==> config.mk <==
export PLATFORM = sky130hd
export DESIGN_NAME = supv_reset_seq
export DESIGN_NICKNAME = d
export VERILOG_FILES = /design/src/rtl/supv_pkg.sv /design/src/rtl/supv_sync.sv /design/src/rtl/supv_mr_qual.sv /design/src/rtl/supv_timer.sv /design/src/rtl/supv_reset_seq.sv
export SDC_FILE = /design/constraint.sdc
export NUM_CORES = 1
export LEC_CHECK = 0
export ABC_AREA = 0
export BUFFER_PORTS_ARGS = -buffer_cell sky130_fd_sc_hd__buf_2
export CAP_MARGIN = 10
export CORE_UTILIZATION = 48
export CTS_CLUSTER_DIAMETER = 40
export DETAILED_ROUTE_END_ITERATION = 6
export MAX_ROUTING_LAYER = met4
export PLACE_DENSITY = 0.68
export SLEW_MARGIN = 20
export SYNTH_ARGS = -nofsm -noshare
export SYNTH_HDL_FRONTEND = slang
export SYNTH_SLANG_ARGS = --single-unit
==> constraint.sdc <==
create_clock -name clk -period 2.71 [get_ports clk]
set_clock_uncertainty 0.05 [all_clocks]
set_input_delay 0.1355 -clock clk [delete_from_list [all_inputs] [get_ports clk]]
set_output_delay 0.1355 -clock clk [all_outputs]
set_load 0.01 [all_outputs]
==> src/rtl/supv_pkg.sv <==
package supv_pkg;

  typedef enum logic [2:0] {
    ST_HOLD  = 3'd0,
    ST_QUAL  = 3'd1,
    ST_DELAY = 3'd2,
    ST_TMO   = 3'd3,
    ST_RUN   = 3'd4
  } supv_st_e;

  function automatic logic [63:0] us_to_cyc(input logic [63:0] hz, input logic [63:0] us);
    return (hz * us) / 64'd1_000_000;
  endfunction

  function automatic logic [63:0] max4(input logic [63:0] a, input logic [63:0] b,
                                       input logic [63:0] c, input logic [63:0] d);
    logic [63:0] m;
    m = a;
    if (b > m) m = b;
    if (c > m) m = c;
    if (d > m) m = d;
    return m;
  endfunction

endpackage

==> src/rtl/supv_sync.sv <==
module supv_sync #(
  parameter int unsigned   W       = 1,
  parameter int unsigned   STAGES  = 2,
  parameter logic [W-1:0]  RST_VAL = '0
) (
  input  logic         clk,
  input  logic         rst,
  input  logic [W-1:0] d_i,
  output logic [W-1:0] q_o
);

  logic [W-1:0] pipe_q [STAGES];

  always_ff @(posedge clk) begin
    if (rst) begin
      for (int i = 0; i < STAGES; i++) pipe_q[i] <= RST_VAL;
    end else begin
      pipe_q[0] <= d_i;
      for (int i = 1; i < STAGES; i++) pipe_q[i] <= pipe_q[i-1];
    end
  end

  assign q_o = pipe_q[STAGES-1];

endmodule

==> src/rtl/supv_mr_qual.sv <==
module supv_mr_qual #(
  parameter int unsigned QUAL = 25
) (
  input  logic clk,
  input  logic rst,
  input  logic mr_low_i,
  output logic held_o
);

  localparam int unsigned QW = $clog2(QUAL + 1);

  logic [QW-1:0] run_q;

  always_ff @(posedge clk) begin
    if (rst)                      run_q <= '0;
    else if (!mr_low_i)           run_q <= '0;
    else if (run_q != QW'(QUAL))  run_q <= run_q + 1'b1;
  end

  assign held_o = (run_q == QW'(QUAL));

endmodule

==> src/rtl/supv_timer.sv <==
module supv_timer #(
  parameter int unsigned CW = 8
) (
  input  logic          clk,
  input  logic          rst,
  input  logic          load_i,
  input  logic [CW-1:0] val_i,
  output logic          zero_o
);

  logic [CW-1:0] cnt_q;

  always_ff @(posedge clk) begin
    if (rst)              cnt_q <= '0;
    else if (load_i)      cnt_q <= val_i;
    else if (cnt_q != 0)  cnt_q <= cnt_q - 1'b1;
  end

  assign zero_o = (cnt_q == '0);

endmodule

==> src/rtl/supv_reset_seq.sv <==
module supv_reset_seq
  import supv_pkg::*;
#(
  parameter int unsigned CLK_HZ      = 100_000_000,
  parameter int unsigned MR_MIN_US   = 25,
  parameter int unsigned MR_DLY_US   = 12,
  parameter int unsigned TMO0_US     = 1_400,
  parameter int unsigned TMO1_US     = 28_000,
  parameter int unsigned TMO2_US     = 200_000,
  parameter int unsigned TMO3_US     = 1_600_000,
  parameter int unsigned SYNC_STAGES = 2
) (
  input  logic       clk,
  input  logic       rst,
  input  logic       supply_ok_i,
  input  logic       mr_n_i,
  input  logic [1:0] tsel_i,
  input  logic       pol_hi_i,
  input  logic       lowline_i,
  input  logic       pwrfail_i,
  output logic       rst_o,
  output logic       lowline_o,
  output logic       pwrfail_o,
  output logic [2:0] dbg_state_o
);

  localparam logic [63:0] QUAL_CYC = us_to_cyc(64'(CLK_HZ), 64'(MR_MIN_US));
  localparam logic [63:0] DLY_CYC  = us_to_cyc(64'(CLK_HZ), 64'(MR_DLY_US));
  localparam logic [63:0] TMO_CYC [4] = '{
    us_to_cyc(64'(CLK_HZ), 64'(TMO0_US)),
    us_to_cyc(64'(CLK_HZ), 64'(TMO1_US)),
    us_to_cyc(64'(CLK_HZ), 64'(TMO2_US)),
    us_to_cyc(64'(CLK_HZ), 64'(TMO3_US))
  };
  localparam logic [63:0] MAX_CYC = max4(TMO_CYC[0], TMO_CYC[1], TMO_CYC[2],
                                          (TMO_CYC[3] > DLY_CYC) ? TMO_CYC[3] : DLY_CYC);
  localparam int unsigned CW     = $clog2(MAX_CYC + 64'd1);
  localparam int unsigned QUAL_I = int'(QUAL_CYC);

  // retimed inputs: {supply, manual_n, lowline, pwrfail}
  logic [3:0] sync_w;
  logic       s_ok, s_mrn, s_ll, s_pf;

  supv_sync #(
    .W      (4),
    .STAGES (SYNC_STAGES),
    .RST_VAL(4'b0100)
  ) u_sync (
    .clk (clk),
    .rst (rst),
    .d_i ({supply_ok_i, mr_n_i, lowline_i, pwrfail_i}),
    .q_o (sync_w)
  );

  assign {s_ok, s_mrn, s_ll, s_pf} = sync_w;

  logic mr_held;

  supv_mr_qual #(.QUAL(QUAL_I)) u_qual (
    .clk     (clk),
    .rst     (rst),
    .mr_low_i(!s_mrn),
    .held_o  (mr_held)
  );

  supv_st_e state_q, state_d;
  logic          tmr_zero, tmr_load;
  logic [CW-1:0] tmr_val;

  always_comb begin
    state_d = state_q;
    case (state_q)
      ST_HOLD:  if (s_ok && s_mrn)        state_d = ST_TMO;
      ST_TMO:   if (!s_ok || mr_held)     state_d = ST_HOLD;
                else if (tmr_zero)        state_d = ST_RUN;
      ST_RUN:   if (!s_ok)                state_d = ST_HOLD;
                else if (!s_mrn)          state_d = ST_QUAL;
      ST_QUAL:  if (!s_ok)                state_d = ST_HOLD;
                else if (mr_held)         state_d = ST_DELAY;
                else if (s_mrn)           state_d = ST_RUN;
      ST_DELAY: if (!s_ok || tmr_zero)    state_d = ST_HOLD;
      default:                            state_d = ST_HOLD;
    endcase
  end

  // one counter serves both the manual delay and the hold-off timeout
  assign tmr_load = (state_d != state_q) && ((state_d == ST_TMO) || (state_d == ST_DELAY));
  assign tmr_val  = (state_d == ST_TMO) ? CW'(TMO_CYC[tsel_i] - 64'd1)
                                        : CW'(DLY_CYC - 64'd1);

  supv_timer #(.CW(CW)) u_tmr (
    .clk   (clk),
    .rst   (rst),
    .load_i(tmr_load),
    .val_i (tmr_val),
    .zero_o(tmr_zero)
  );

  logic act_d, act_q, rst_pin_q, ll_q, pf_q;

  assign act_d = (state_d == ST_HOLD) || (state_d == ST_TMO);

  always_ff @(posedge clk) begin
    if (rst) begin
      state_q   <= ST_HOLD;
      act_q     <= 1'b1;
      rst_pin_q <= pol_hi_i;
      ll_q      <= 1'b0;
      pf_q      <= 1'b0;
    end else begin
      state_q   <= state_d;
      act_q     <= act_d;
      rst_pin_q <= pol_hi_i ? act_d : ~act_d;
      ll_q      <= s_ll;
      pf_q      <= s_pf;
    end
  end

  assign rst_o       = rst_pin_q;
  assign lowline_o   = ll_q;
  assign pwrfail_o   = pf_q;
  assign dbg_state_o = state_q;

endmodule

==> results of run 1 <==
what timing repair did:
action	in CTS	in global routing
setup endpoints to repair	0	2
hold buffers	4	0
endpoints found under the hold margin	4	0
gates resized for setup	0	1
per-stage QoR:
stage / total power, uW / std cells / utilization / instance area (sq um) / hold slack (ps)
finish: 3230 / 413 / 0.585 / 3050 / 14.2
global route: 3480 / 413 / 0.585 / 3050 / 26.9
CTS: 3220 / 413 / 0.585 / 3040 / 8.98
detailed placement: 2670 / 401 / 0.555 / 2890 / 273
global placement: 2630 / 401 / 0.555 / 2890 / 269
floorplan: 2240 / 311 / - / 2650 / 157
final cells by class:
| type | count | area [sq um] | share of cell area |
|---|---|---|---|
| clock buffer | 5 | 68.8 | 0.0226 |
| clock inverter | 3 | 43.8 | 0.0144 |
| inverter | 10 | 37.5 | 0.0123 |
| multi-input combinational | 236 | 1490 | 0.489 |
| sequential | 54 | 1080 | 0.355 |
| tap | 70 | 87.6 | 0.0287 |
| timing repair buffer | 35 | 238 | 0.0780 |
kinds of logic (layout without fill, tap and decap cells):
family | Yosys count | in the layout
AND/OR/NAND/NOR | 147 | 147
buffers and inverters | 21 | 53
XOR/XNOR | 35 | 35
multiplexers | 1 | 1
flip-flops | 54 | 54
adder cells (fa/ha/maj) | 8 | 8
AO/OA/AOI/OAI | 45 | 45
worst max-delay path, cell delays in order, from the launching register on:
cell,delay (ps)
dfxtp_1,360
or4_4,560
or4_4,510
or3_1,410
a31oi_4,230
o21bai_1,90
a31oi_1,170
xor2_1,150
synthesized netlist by cell type (2+ instances only):
library cell	count
or2_2	5
a2bb2oi_1	3
or4_4	2
ha_1	8
nor4b_1	2
o31ai_1	2
o21ai_0	4
inv_1	10
nor2b_1	11
nor4_1	7
nor2_1	39
nand2b_1	3
clkbuf_1	8
dfxtp_1	54
a22oi_1	5
nor3_1	20
a21oi_1	19
or4_1	3
or3_1	4
xor2_1	20
nand2_1	29
nand3_1	12
xnor2_1	15
and3_1	4
o41ai_1	2
nand4_1	2
flip-flops by register name, summed over array words and instances, names as in the netlist:
name,flops
dbg_state_o,3
u_tmr.cnt_q,28
rst_o,1
u_sync.pipe_q,8
lowline_o,1
u_qual.run_q,12
pwrfail_o,1
where the power goes:
part	leakage (uW)	internal, uW	switching, uW
clock	0.0000585	277	270
sequential	0.000441	972	165
combinational	0.000755	759	789
worst max path at each step:
| stage | startpoint | endpoint | slack, ps |
|---|---|---|---|
| global placement | u_tmr.cnt_q[0] | rst_o | 90 |
| global route | u_tmr.cnt_q[18] | rst_o | 20 |
| floorplan | u_tmr.cnt_q[0] | rst_o | 80 |
| detailed placement | u_tmr.cnt_q[0] | rst_o | 30 |
| CTS | u_tmr.cnt_q[0] | rst_o | 10 |
| finish | u_tmr.cnt_q[18] | rst_o | 120 |
routing by layer:
metal  up-vias  wire, microns
met5         -              0
met4         0             91
met3        10            159
met2        34           2700
met1      1021           2590
li1       1139              -
==> impl_metrics.tcl, run 1 <==
set metrics [dict create \
    status "finished, final reports clean" \
    avgViaCountPerCell 5.34 \
    syn-num-nets 328 \
    clk_pin_slew_ps 100 \
    p_per_area_nw_per_um2 1060 \
    startpoint_type "flip-flop" \
    start_util 0.509 \
    dr.first_iter.drc_count 148 \
    place.gp.congestion 0.883 \
    cts-root-buf "clkbuf_8" \
    hold_path_class "input port to flip-flop" \
    synthFlopType "dfxtp_1" \
    whs_endpoint "u_sync.pipe_q[0][3]" \
    synth_adder_area_share 0.0378 \
    netlist_area_sq_um 2650 \
    antenna_found_initial 0 \
    worst_slack_ps 119 \
    dr.pass1.iters 4 \
    area_delta_synth_final_pct 15.0 \
    nFillCells 475 \
    diodes 0 \
    fp.dieW_microns 76.3 \
    h-tree-depth 2 \
    clock_path_buffers 2 \
    ant_nets 0 \
    critPathKind "flip-flop to flip-flop" \
    synth-seq-cells 54 \
    path_max_fanout 5 \
    portBuffers 14 \
    p_leak_uw 0.00125 \
    r2r_start "u_tmr.cnt_q[18]" \
    io_pins 15 \
    fin_crit_ps 2590 \
    grt_overflow 0 \
    routedWlPerCell_microns 13.4 \
    required_ps 2910 \
    drc 0 \
    synth-edff-count 0 \
    die_area_sq_um 5820 \
    drive_gt1_frac 0.152 \
    synth_cells 311 \
    globalRouteMet3Util 0.0371 \
    synth_area_leaders "dfxtp_1 41%, xor2_1 6.6%, nor2_1 5.5%, xnor2_1 5.0%, nand2_1 4.1%" \
    met2_usage 0.334 \
    placementRows 26 \
    rsz0062_at_grt "no" \
    synth-compound-area-share 0.116 \
    hpwl_microns 3950 \
    synth_top_family_by_area "simple AND/OR/NAND/NOR gates" \
    async_flop_share 0 \
    hold_viol 0 \
    vias 2204 \
    postCtsSetupBuffers 0 \
    met1_usage 0.253 \
    grt_max_degree 27 \
    reg2reg_depth 7 \
    grt.busiest_layer "met2" \
    synth.mux.area_fraction 0.00378 \
    r2r_end "rst_o" \
    fmax_mhz 386 \
    fin_tns_setup_ps 0 \
    mostFrequentLayoutCells "54 x dfxtp_1, 39 x nor2_1, 29 x nand2_1, 20 x nor3_1, 20 x xor2_1" \
    yosysTopAreaCell "dfxtp_1" \
    synth.top_cell.area_share 0.408 \
    place_ws_ps 32.7 \
    finalCritPeriodShare 0.956 \
    slew_headroom 0.609 \
    synth-simple-area-share 0.286 \
    grt_pass1_vias 2057 \
    synth_xor_area_frac 0.116 \
    cp-end-kind "flip-flop" \
    wl_microns 5550 \
    maxCapViolations 0 \
    fp.coreArea_sq_um 5200 \
    synth_area_per_cell_sq_um 8.52 \
    layout_commonest_cell "dfxtp_1" \
    synth_warnings 0 \
    irDropWorstVdd_uv 621 \
    arrival_ps 2790 \
    dieHeight_microns 76.3 \
    synth_cell_type_count 44 \
    worstMarginPinSlew_ps 578 \
    setup_viol 0 \
    ys_seq_area_frac 0.408 \
    maxSlewViolCount 0 \
    cts_tree "yes" \
    grt_pass1_wl_microns 9360 \
    clock-sinks 54 \
    clock_latency_ps 310 \
    track_usage 0.205 \
    numCtsBuffers 5 \
    reg2reg_slack_ps 120 \
    min-delay-start "supply_ok_i" \
    nets 359 \
    min_path_cells 2 \
]
Note: power is estimated with default switching activity, not from simulation.
==> run 2: changes to the inputs <==
BUFFER_PORTS_ARGS = not set   (was -buffer_cell sky130_fd_sc_hd__buf_2)
DONT_BUFFER_PORTS = 1   (was not set)
PLACE_DENSITY = 0.65   (was 0.68)
==> run 2 against run 1 <==
Total power shrank 4.0%. Clock-buffer cell count did not move. Combinational power down 3%. Maximum frequency shrank 2.0%. Cell area fell by 1.1%. Register-to-register slack worse by 50 ps. Global-route usage grew 0.42 points. Via count shrank 2.6%. Setup slack worse by 54 ps. Core utilization is 0.67 points lower. Highest routed layer unchanged.
==> impl_metrics.tcl, run 2 (synthesis results as in run 1) <==
set metrics [dict create \
    layout_commonest_cell "dfxtp_1" \
    clock-sinks 54 \
    hold_viol 0 \
    hpwl_microns 3770 \
    regMostFlops "u_tmr.cnt_q" \
    endpoint "rst_o" \
    clock_latency_ps 310 \
    fmax_mhz 378 \
    hold_path_class "input port to flip-flop" \
    vias 2146 \
    dieHeight_microns 76.3 \
    reg2reg_slack_ps 70 \
    portBuffers 0 \
    routedWlPerCell_microns 14.1 \
    io_pins 15 \
    track_usage 0.209 \
    critPathKind "flip-flop to flip-flop" \
    grt_pass1_wl_microns 9430 \
    h-tree-depth 2 \
    required_ps 2910 \
    critPathLaunch "u_tmr.cnt_q[18]" \
    numCtsBuffers 5 \
    p_per_area_nw_per_um2 1030 \
    fin_crit_ps 2640 \
    diodes 0 \
    setup_viol 0 \
    antenna_found_initial 0 \
    die_area_sq_um 5820 \
    wl_microns 5650 \
    start_util 0.509 \
    worstMarginPinSlew_ps 861 \
    drc 0 \
    path_max_fanout 5 \
    maxCapViolations 0 \
    reg_top3 "u_tmr.cnt_q (28), u_qual.run_q (12), u_sync.pipe_q (8)" \
    finalCritPeriodShare 0.976 \
    ant_nets 0 \
    r2r_end "rst_o" \
    mostFrequentLayoutCells "54 x dfxtp_1, 39 x nor2_1, 29 x nand2_1, 20 x nor3_1, 20 x xor2_1" \
    cts_tree "yes" \
    r2r_start "u_tmr.cnt_q[18]" \
    drive_gt1_frac 0.120 \
    reg2reg_depth 7 \
    p_seq_frac 0.366 \
    fp.dieW_microns 76.3 \
    pwr-share-clk 0.148 \
    clk_pin_slew_ps 100 \
    worst_slack_ps 65.5 \
    nets 348 \
    cp-end-kind "flip-flop" \
    dr.first_iter.drc_count 77 \
    p_switching_uw 1230 \
    avgViaCountPerCell 5.34 \
    grt_pass1_vias 2010 \
    placementRows 26 \
    fp.coreArea_sq_um 5200 \
    status "finished, final reports clean" \
    final_util 0.579 \
    cts-root-buf "clkbuf_8" \
    largest_reg_flops 28 \
    clock_path_buffers 2 \
    p_comb_frac 0.486 \
    grt_max_degree 23 \
    p_total_uw 3100 \
    place.gp.congestion 0.870 \
    place_ws_ps -66.6 \
    whs_ps 26.1 \
    p_leak_uw 0.00122 \
    slew_headroom 0.424 \
    fin_tns_setup_ps 0 \
    switching_share 0.396 \
    maxSlewViolCount 0 \
    irDropWorstVdd_uv 741 \
    p_int_uw 1870 \
    dr.pass1.iters 4 \
    startpoint_type "flip-flop" \
    arrival_ps 2840 \
    area_delta_synth_final_pct 13.7 \
    grt_overflow 0 \
]
## run 2: cell count changes in the layout (fill, tap and decap cells not counted)
cell	before	now
buf_2	14	0
dlygate4sd3_1	4	8
a21oi_1	19	18
a21oi_2	0	1
buf_4	17	16
bufinv_16	1	0
clkinv_2	1	2
o41ai_1	2	1
o41ai_4	0	1
or3_1	4	3
or3_4	0	1
## run 2: critical path, cell delays in order (launching register included)
cell and delay (ps):
dfxtp_1 360, or4_4 570, or4_4 540, or3_4 370
a31oi_4 220, o21bai_1 80, a31oi_1 210, xor2_1 170
## run 2: per-layer routing
layer,vias up,share of wire,global-route usage
li1,1119,-,-
met1,986,0.47,0.269
met2,30,0.47,0.324
met3,11,0.031,0.0335
met4,0,0.024,0.0923
met5,-,0,-
## run 2: worst min-delay path by stage
stage                         start             endpoint  slack, ps  depth (start not counted)
after floorplan                 rst  u_sync.pipe_q[0][4]        160                          1
after global placement          rst       u_tmr.cnt_q[3]        160                          1
after detailed placement        rst       u_tmr.cnt_q[1]        160                          1
after CTS                 tsel_i[1]      u_tmr.cnt_q[17]         20                          3
after global routing            rst      u_tmr.cnt_q[10]         20                          2
final                           rst      u_tmr.cnt_q[10]         30                          2
## run 2: power groups by stage
stage / Combinational (uW) / Sequential (uW) / Clock, uW
6_report: 1510 / 1140 / 458
5_1_grt: 1700 / 1170 / 500
4_1_cts: 1470 / 1140 / 469
3_5_place_dp: 1430 / 1150 / 0
3_3_place_gp: 1420 / 1150 / 0
2_1_floorplan: 1120 / 1120 / 0
## run 2: timing repair
item / in CTS / in global routing
resized for setup: 2 / 3
hold buffers: 8 / 0
endpoints found under the setup margin: 1 / 1
buffers inserted: 0 / 2
endpoints found under the hold margin: 26 / 0
pin swaps: 0 / 2
## run 2: cell type report
class / instances / area, sq um
fillers: 500 / 2190
multi-input cells: 236 / 1520
flip-flops and latches: 54 / 1080
repair buffers: 24 / 200
well taps: 70 / 87.6
clock buffers: 5 / 68.8
inverters: 10 / 37.5
clock inverters: 3 / 18.8
## run 2: per-stage QoR
step | area (sq um) | instances
floorplan | 2650 | 311
global placement | 2800 | 384
CTS | 2980 | 400
finish | 3010 | 402
detailed placement | 2800 | 384
global route | 3010 | 402
